--- src/rtl/exc_pkg.sv ---
package exc_pkg;
  localparam int CAUSE_W = 3;
  localparam int N_CARRY = 3;  // decode, execute, memory slots

  typedef enum logic [CAUSE_W-1:0] {
    CAUSE_NONE    = 3'd0,
    CAUSE_IADDR   = 3'd1,
    CAUSE_ILLEGAL = 3'd2,
    CAUSE_OVF     = 3'd3,
    CAUSE_DADDR   = 3'd4,
    CAUSE_IRQ     = 3'd5
  } cause_e;

  typedef struct packed {
    logic   vld;
    logic   exc;
    cause_e cause;
  } slot_tag_t;

  localparam slot_tag_t TAG_BUBBLE = '{vld: 1'b0, exc: 1'b0, cause: CAUSE_NONE};

  // fault raised while an instruction moves from slot k-1 into slot k
  function automatic cause_e stage_cause(int unsigned k);
    case (k)
      0:       return CAUSE_IADDR;
      1:       return CAUSE_ILLEGAL;
      default: return CAUSE_OVF;
    endcase
  endfunction
endpackage

--- src/rtl/exc_stage.sv ---
module exc_stage
  import exc_pkg::*;
#(
  parameter int     PC_W  = 32,
  parameter cause_e RAISE = CAUSE_IADDR
) (
  input  logic            clk_i,
  input  logic            rst_ni,
  input  logic            kill_i,
  input  slot_tag_t       in_tag_i,
  input  logic [PC_W-1:0] in_pc_i,
  input  logic            fault_i,
  output slot_tag_t       out_tag_o,
  output logic [PC_W-1:0] out_pc_o
);
  slot_tag_t       tag_d, tag_q;
  logic [PC_W-1:0] pc_q;
  logic            pc_en;

  always_comb begin
    tag_d     = in_tag_i;
    tag_d.exc = in_tag_i.vld & (in_tag_i.exc | fault_i);
    if (!in_tag_i.vld)     tag_d.cause = CAUSE_NONE;
    else if (in_tag_i.exc) tag_d.cause = in_tag_i.cause;   // older cause kept
    else if (fault_i)      tag_d.cause = RAISE;
    else                   tag_d.cause = CAUSE_NONE;
    if (kill_i) tag_d = TAG_BUBBLE;
    pc_en = in_tag_i.vld & ~kill_i;
  end

  always_ff @(posedge clk_i or negedge rst_ni) begin
    if (!rst_ni) begin
      tag_q <= TAG_BUBBLE;
      pc_q  <= '0;
    end else begin
      tag_q <= tag_d;
      if (pc_en) pc_q <= in_pc_i;
    end
  end

  assign out_tag_o = tag_q;
  assign out_pc_o  = pc_q;
endmodule

--- src/rtl/exc_irq_sync.sv ---
module exc_irq_sync #(
  parameter int SYNC_STAGES = 2
) (
  input  logic clk_i,
  input  logic rst_ni,
  input  logic irq_i,
  input  logic take_i,
  output logic pend_o
);
  localparam int CHAIN = SYNC_STAGES + 1;  // extra flop for edge detect

  logic [CHAIN-1:0] chain_q;
  logic             pend_q, pend_d, rise;

  always_comb begin
    rise   = chain_q[SYNC_STAGES-1] & ~chain_q[SYNC_STAGES];
    pend_d = (pend_q & ~take_i) | rise;
  end

  always_ff @(posedge clk_i or negedge rst_ni) begin
    if (!rst_ni) begin
      chain_q <= '0;
      pend_q  <= 1'b0;
    end else begin
      chain_q <= {chain_q[CHAIN-2:0], irq_i};
      pend_q  <= pend_d;
    end
  end

  assign pend_o = pend_q;
endmodule

--- src/rtl/exc_commit.sv ---
module exc_commit
  import exc_pkg::*;
#(
  parameter int            PC_W       = 32,
  parameter logic [PC_W-1:0] HANDLER_PC = '0
) (
  input  logic               clk_i,
  input  logic               rst_ni,
  input  slot_tag_t          m_tag_i,
  input  logic [PC_W-1:0]    m_pc_i,
  input  logic               daddr_fault_i,
  input  logic               irq_pend_i,
  output logic               take_o,
  output logic               take_irq_o,
  output logic [PC_W-1:0]    handler_pc_o,
  output logic [CAUSE_W-1:0] cause_o,
  output logic [PC_W-1:0]    epc_o
);
  cause_e          sync_cause, sel_cause, cause_q;
  logic [PC_W-1:0] epc_q;
  logic            take_sync, take;

  always_comb begin
    sync_cause = m_tag_i.exc ? m_tag_i.cause
               : (daddr_fault_i ? CAUSE_DADDR : CAUSE_NONE);
    take_irq_o = irq_pend_i & m_tag_i.vld;
    take_sync  = m_tag_i.vld & (m_tag_i.exc | daddr_fault_i);
    take       = take_irq_o | take_sync;
    sel_cause  = take_irq_o ? CAUSE_IRQ : sync_cause;
  end

  always_ff @(posedge clk_i or negedge rst_ni) begin
    if (!rst_ni) begin
      cause_q <= CAUSE_NONE;
      epc_q   <= '0;
    end else if (take) begin
      cause_q <= sel_cause;
      epc_q   <= m_pc_i;
    end
  end

  assign take_o       = take;
  assign handler_pc_o = HANDLER_PC;
  assign cause_o      = cause_q;
  assign epc_o        = epc_q;
endmodule

--- src/rtl/exc_commit_ctrl.sv ---
module exc_commit_ctrl
  import exc_pkg::*;
#(
  parameter int              PC_W       = 32,
  parameter logic [PC_W-1:0] HANDLER_PC = 32'h0000_0400
) (
  input  logic               clk_i,
  input  logic               rst_ni,
  input  logic               fetch_valid_i,
  input  logic [PC_W-1:0]    fetch_pc_i,
  input  logic               fetch_addr_fault_i,
  input  logic               dec_illegal_i,
  input  logic               exe_overflow_i,
  input  logic               mem_addr_fault_i,
  input  logic               irq_req_i,
  output logic               kill_fetch_o,
  output logic               kill_dec_o,
  output logic               kill_exe_o,
  output logic               kill_wb_o,
  output logic               redirect_o,
  output logic [PC_W-1:0]    handler_pc_o,
  output logic [CAUSE_W-1:0] cause_o,
  output logic [PC_W-1:0]    epc_o
);
  slot_tag_t          st_tag [N_CARRY+1];
  logic [PC_W-1:0]    st_pc  [N_CARRY+1];
  logic [N_CARRY-1:0] st_fault;
  logic               take, take_irq, irq_pend;
  logic               m_vld;
  logic [PC_W-1:0]    m_pc;

  assign st_tag[0] = '{vld: fetch_valid_i, exc: 1'b0, cause: CAUSE_NONE};
  assign st_pc[0]  = fetch_pc_i;
  assign st_fault  = {exe_overflow_i, dec_illegal_i, fetch_addr_fault_i};

  for (genvar k = 0; k < N_CARRY; k++) begin : g_slot
    exc_stage #(.PC_W(PC_W), .RAISE(stage_cause(k))) u_slot (
      .clk_i     (clk_i),
      .rst_ni    (rst_ni),
      .kill_i    (take),
      .in_tag_i  (st_tag[k]),
      .in_pc_i   (st_pc[k]),
      .fault_i   (st_fault[k]),
      .out_tag_o (st_tag[k+1]),
      .out_pc_o  (st_pc[k+1])
    );
  end

  exc_irq_sync #(.SYNC_STAGES(2)) u_irq (
    .clk_i  (clk_i),
    .rst_ni (rst_ni),
    .irq_i  (irq_req_i),
    .take_i (take_irq),
    .pend_o (irq_pend)
  );

  exc_commit #(.PC_W(PC_W), .HANDLER_PC(HANDLER_PC)) u_commit (
    .clk_i         (clk_i),
    .rst_ni        (rst_ni),
    .m_tag_i       (st_tag[N_CARRY]),
    .m_pc_i        (st_pc[N_CARRY]),
    .daddr_fault_i (mem_addr_fault_i),
    .irq_pend_i    (irq_pend),
    .take_o        (take),
    .take_irq_o    (take_irq),
    .handler_pc_o  (handler_pc_o),
    .cause_o       (cause_o),
    .epc_o         (epc_o)
  );

  assign m_vld        = st_tag[N_CARRY].vld;
  assign m_pc         = st_pc[N_CARRY];
  assign kill_fetch_o = take;
  assign kill_dec_o   = take;
  assign kill_exe_o   = take;
  assign kill_wb_o    = take;
  assign redirect_o   = take;
endmodule

--- config.mk ---
export PLATFORM = sky130hd
export DESIGN_NAME = exc_commit_ctrl
export DESIGN_NICKNAME = d
export VERILOG_FILES = /design/src/rtl/exc_pkg.sv /design/src/rtl/exc_stage.sv /design/src/rtl/exc_irq_sync.sv /design/src/rtl/exc_commit.sv /design/src/rtl/exc_commit_ctrl.sv
export SDC_FILE = /design/constraint.sdc
export NUM_CORES = 1
export LEC_CHECK = 0
export ABC_AREA = 1
export CAP_MARGIN = 20
export CORE_MARGIN = 1
export CORE_UTILIZATION = 56
export DETAILED_ROUTE_END_ITERATION = 8
export PLACE_DENSITY = 0.85
export SYNTH_ARGS = -nofsm -noshare
export SYNTH_HDL_FRONTEND = slang
export SYNTH_SLANG_ARGS = --single-unit
--- constraint.sdc ---
create_clock -name clk_i -period 2.05 [get_ports clk_i]
set_clock_uncertainty 0.2 [all_clocks]
set_input_delay 0.41 -clock clk_i [delete_from_list [all_inputs] [get_ports clk_i]]
set_output_delay 0.41 -clock clk_i [all_outputs]
set_load 0.005 [all_outputs]
==> impl_metrics.json, run 1 <==
{
  "min_to": "u_irq.chain_q[0]",
  "fillCellCount": 584,
  "dp_slack_ns": -0.406,
  "crit_fanout": 5,
  "grt_pass1_vias": 4376,
  "initial_utilization_pct": 58.6,
  "synthTopCellsByCount": "294 x nand2_1, 145 x dfrtp_1, 101 x nand3_1, 39 x buf_4, 22 x buf_2",
  "worst_ir_drop_vdd_uv": 698,
  "power_density_mw_per_mm2": 1620,
  "dr.pass1.iters": 5,
  "cts_inserted_buffers": 17,
  "hold_viol_final": 0,
  "p_leak_nw": 4.02,
  "core_area_mm2": 0.00995,
  "clk_pin_slew_worst_paths_ns": 0.06,
  "ys_warn_count": 0,
  "grt_usage_pct": 26.1,
  "r2r_cells": 8,
  "dp_cells": 835,
  "hold_path.startpoint": "irq_req_i",
  "hpwl_mm": 7.68,
  "rows": 36,
  "hold_path_class": "input port to flip-flop",
  "drc_errors": 0,
  "drt_iter0_markers": 365,
  "synth_top_area_share_pct": 62.2,
  "grt_max_degree": 42,
  "cts_tree": "done",
  "n_antenna_cell": 0,
  "final_cells": 877,
  "synth_edf_count": 0,
  "post_drt_via_cell_ratio": 5.27,
  "cp.required_ns": 1.44,
  "rr_startpoint": "g_slot[2].u_slot.out_tag_o[3]",
  "clockBufferDepth": 2,
  "use_met1_pct": 33.8,
  "rr_endpoint": "g_slot[2].u_slot.out_pc_o[25]",
  "fin_crit_sh_pct": 101,
  "worst_skew_pair.late_latency_ns": 0.53,
  "ys_types": 18,
  "setup_violations": 5,
  "busiest_layer": "met2",
  "rsz0062_at_grt": "true",
  "critPathCaptureType": "output port",
  "routabilityCongestion": 0.776,
  "ff2ff_setup_slack_ns": 0.27,
  "use_met3_pct": 6.95,
  "cts.sinks": 145,
  "synthFlopType": "dfrtp_1",
  "period_needed_ns": 2.08,
  "io_buffer_count": 79,
  "yosys_register_bits": 145,
  "pin_count": 112,
  "worstHoldPathCells": 1,
  "wl_mm": 13.2,
  "die_y_um": 104,
  "via_count": 4625,
  "synthArstFlopShare_pct": 100,
  "failed_checks": "setup timing",
  "antenna_found_initial": 0,
  "die_area_mm2": 0.0108,
  "status": "complete, but fails checks",
  "area_growth_pct": 27.7,
  "wl_per_cell_um": 15.0,
  "drive_gt1_share_pct": 9.81,
  "crit_type": "flip-flop to output port",
  "grt-ovfl-total": 0,
  "fin_ws_ns": -0.0266,
  "synth_most_common_cell": "nand2_1",
  "drv_cap": 0,
  "die_w_um": 104,
  "postRouteAntennaNets": 0,
  "syn-cell-area_mm2": 0.00584,
  "slew_violations": 0,
  "yosysSeqAreaShare_pct": 62.2,
  "holdWs_ns": 0.144,
  "setup_tns_ns": -0.0960,
  "ys_top_cells_by_area": "dfrtp_1 62%, nand2_1 19%, nand3_1 8.7%",
  "grt_pass1_wl_mm": 21.8,
  "grtUsageMet2_pct": 42.6,
  "synth_top_cell_by_area": "dfrtp_1",
  "syn-mean-instance-area_um2": 9.05,
  "synth_cells": 645,
  "cts_root_buf": "clkbuf_8",
  "htree_levels": 4,
  "fin_nets": 771,
  "fmax_mhz": 482,
  "crit_arrival_ns": 1.47,
  "cp-start-kind": "flip-flop"
}
per-layer routing:
metal  vias up  wire, um  share of wire [%]
li1       2143         -                  -
met1      2200      5370                 41
met2       238      6540                 50
met3        44       850                6.5
met4         0       382                2.9
met5         -         0                  0
logic make-up (layout without fill, tap and decap cells):
logic type             after synthesis  count (layout)  synth area share [%]
AOI/OAI and AO/OA                    7               7                 0.686
other                                2              32                 0.129
and+or+nand+nor                    409             409                  28.8
DFF                                145             145                  62.2
buffers and inverters               82             151                  8.25
critical path, cell delays in order, from the launching register on:
cell,delay (ns)
dfrtp_1,0.41
o21ai_2,0.19
nand2_4,0.09
buf_6,0.14
buf_6,0.11
cell type report:
type | instances | area (um2) | share of cell area (%)
flip-flops and latches | 145 | 3630 | 48.7
multi-input cells | 448 | 1850 | 24.8
repair buffers | 112 | 1170 | 15.7
clock buffers | 21 | 449 | 6.02
well taps | 133 | 166 | 2.23
clock inverters | 11 | 160 | 2.15
inverters | 7 | 26.3 | 0.352
registers in the layout (all words and copies together) (netlist names):
register	flops
u_irq.pend_o	1
u_commit.epc_o	32
u_commit.cause_o	3
u_irq.chain_q	3
g_slot.u_slot.out_pc_o	96
g_slot.u_slot.out_tag_o	10
power by group:
group	leakage, nW	internal, mW	switching (mW)
Combinational	1.90	1.83	2.31
Sequential	1.82	4.07	0.748
Clock	0.297	2.03	1.13
Total	4.02	7.93	4.19
cell usage in the layout (no fill, tap or decap), types with 8 or more instances in the layout:
cell type	netlist	routed
conb_1	2	32
nand3_1	101	101
nor2_1	8	8
nand2_1	294	293
buf_12	0	8
clkdlybuf4s50_1	0	66
clkbuf_16	0	16
buf_4	39	22
buf_6	0	8
dfrtp_1	145	145
metrics by stage:
| stage | power (mW) | instance area, um2 | utilization (%) |
|---|---|---|---|
| after floorplan | 6.99 | 5950 | - |
| after global placement | 8.32 | 6730 | 67.6 |
| after detailed placement | 8.57 | 6730 | 67.6 |
| after CTS | 12.0 | 7420 | 74.5 |
| after global routing | 12.8 | 7460 | 74.9 |
| final | 12.1 | 7460 | 74.9 |
what timing repair did:
action                                  4_1_cts  5_1_grt
hold buffers                                  1        0
endpoints found under the setup margin        5       13
resized for setup                            29        7
pin swaps                                     2        2
buffers inserted                              6        3
endpoints found under the hold margin       118        0
cloned                                        0        0
worst max path at each step:
stage,from,endpoint,slack [ns],cells after the start
floorplan,mem_addr_fault_i,kill_exe_o,0.43,4
global placement,mem_addr_fault_i,kill_dec_o,-0.38,4
detailed placement,mem_addr_fault_i,kill_exe_o,-0.41,4
CTS,g_slot[2].u_slot.out_tag_o[3],kill_exe_o,-0.05,4
global route,g_slot[2].u_slot.out_tag_o[3],kill_exe_o,-0.07,4
finish,g_slot[2].u_slot.out_tag_o[3],kill_exe_o,-0.03,4
No activity file was read; power rests on OpenSTA's default activity.
==> run 2, diff against run 1 <==
CORE_UTILIZATION = 47   (was 56)
PLACE_DENSITY = 0.76   (was 0.85)
clock period = 1.7 ns   (was 2.05 ns; I/O delays follow)
==> impl_metrics.json, run 2 (synthesis results as in run 1) <==
{
  "p_leak_nw": 4.01,
  "n_antenna_cell": 0,
  "grt_pass1_wl_mm": 19.9,
  "failed_checks": "setup timing",
  "worst_ir_drop_vdd_uv": 761,
  "clk_pin_slew_worst_paths_ns": 0.05,
  "crit_arrival_ns": 1.31,
  "largest_register_ffs": 96,
  "post_drt_via_cell_ratio": 4.69,
  "crit_type": "flip-flop to output port",
  "p_total_mw": 13.5,
  "drt_iter0_markers": 302,
  "cts_inserted_buffers": 17,
  "busiest_layer": "met2",
  "routabilityCongestion": 0.771,
  "power_density_mw_per_mm2": 1840,
  "crit_fanout": 5,
  "antenna_found_initial": 0,
  "clockBufferDepth": 2,
  "die_w_um": 113,
  "die_y_um": 113,
  "drc_errors": 0,
  "hold_viol_final": 0,
  "mostFrequentLayoutCell": "nand2_1",
  "area_growth_pct": 26.3,
  "fin_ws_ns": -0.152,
  "wl_per_cell_um": 12.6,
  "use_met1_pct": 26.3,
  "cts.sinks": 145,
  "dp_cells": 873,
  "slew_violations": 0,
  "final_cell_mix": "293 x nand2_1, 145 x dfrtp_1, 101 x nand3_1",
  "use_met3_pct": 3.99,
  "fillCellCount": 988,
  "worst_skew_pair.late_latency_ns": 0.41,
  "hpwl_mm": 7.71,
  "worstHoldPathCells": 0,
  "via_count": 4283,
  "grt_pass1_vias": 4181,
  "initial_utilization_pct": 48.4,
  "grt_usage_pct": 19.7,
  "dp_slack_ns": -0.667,
  "fmax_mhz": 540,
  "r2r_cells": 7,
  "postRouteAntennaNets": 0,
  "core_area_mm2": 0.0121,
  "fin_nets": 774,
  "final_cells": 914,
  "setup_violations": 5,
  "status": "complete, but fails checks",
  "drv_cap": 0,
  "wl_mm": 11.5,
  "finish.utilization_pct": 61.1,
  "htree_levels": 4,
  "cp.required_ns": 1.16,
  "drive_gt1_share_pct": 9.79,
  "die_area_mm2": 0.0129,
  "rsz0062_at_grt": "true",
  "dr.pass1.iters": 5,
  "hold_path_class": "flip-flop to flip-flop",
  "grtUsageMet2_pct": 31.7,
  "grt-ovfl-total": 0,
  "cts_root_buf": "clkbuf_16",
  "period_needed_ns": 1.85,
  "cts_tree": "done",
  "grt_max_degree": 47,
  "setup_tns_ns": -0.462,
  "critPathCaptureType": "output port",
  "io_buffer_count": 79,
  "pin_count": 112,
  "fin_crit_sh_pct": 109,
  "rows": 40,
  "cp-start-kind": "flip-flop"
}
[run 2: cell count changes in the layout (fill, tap and decap cells not counted), sizes merged]
cell           delta
dlymetal6s2s      -6
clkbuf            +4
buf               +3
clkdlybuf4s50    -29
clkinvlp          -1
bufinv            -4
dlygate4sd2      +35
[run 2: report_power, final]
| part | total (mW) | internal [mW] | switching [mW] |
|---|---|---|---|
| Combinational | 4.62 | 2.01 | 2.61 |
| Clock | 3.24 | 1.96 | 1.28 |
| Sequential | 5.69 | 4.90 | 0.783 |
[run 2: critical path: stages, from the launching register on]
cell,delay [ns]
dfrtp_1,0.39
o21ai_2,0.18
nand2_4,0.10
buf_6,0.13
buf_6,0.10
[run 2: area by class of cell]
cell class              instances  area, um2  area share, %
clock buffers                  25        485           6.59
clock inverters                 6       32.5          0.441
inverters                       7       26.3          0.356
multi-input cells             448       1860           25.2
flip-flops and latches        145       3630           49.2
well taps                     168        210           2.85
repair buffers                115       1130           15.3
[run 2: path summary, 6_finish.rpt]
| path | from | to | slack, ns |
|---|---|---|---|
| setup reg to reg | g_slot[2].u_slot.out_tag_o[3] | g_slot[2].u_slot.out_pc_o[10] | 0.09 |
| min in group asynchronous | rst_ni | u_commit.epc_o[12] | 0.18 |
| hold reg to reg | u_irq.chain_q[0] | u_irq.chain_q[1] | 0.16 |
| setup / recovery | g_slot[2].u_slot.out_tag_o[3] | kill_dec_o | -0.15 |
| hold / removal | u_irq.chain_q[0] | u_irq.chain_q[1] | 0.16 |
| max in group asynchronous | rst_ni | g_slot[2].u_slot.out_pc_o[1] | 0.56 |
[run 2: stage by stage]
step	hold WS, ns	cell area [um2]
5_1_grt	0.162	7370
3_5_place_dp	0.0352	6810
4_1_cts	0.161	7370
2_1_floorplan	-0.156	5950
6_report	0.161	7370
3_3_place_gp	0.0340	6810
[run 2: routing by layer]
metal / wire, um / vias to the layer above
met4: 175 / 0
met3: 513 / 14
li1: - / 2147
met1: 5370 / 2010
met5: 0 / -
met2: 5460 / 112
[run 2: what timing repair did]
| item | in CTS | in global routing |
|---|---|---|
| resized for setup | 61 | 2 |
| endpoints found under the setup margin | 40 | 50 |
| setup buffers | 10 | 0 |
| cloned | 0 | 0 |
| hold buffers | 1 | 0 |
| endpoints found under the hold margin | 145 | 0 |
| pin swaps | 2 | 2 |
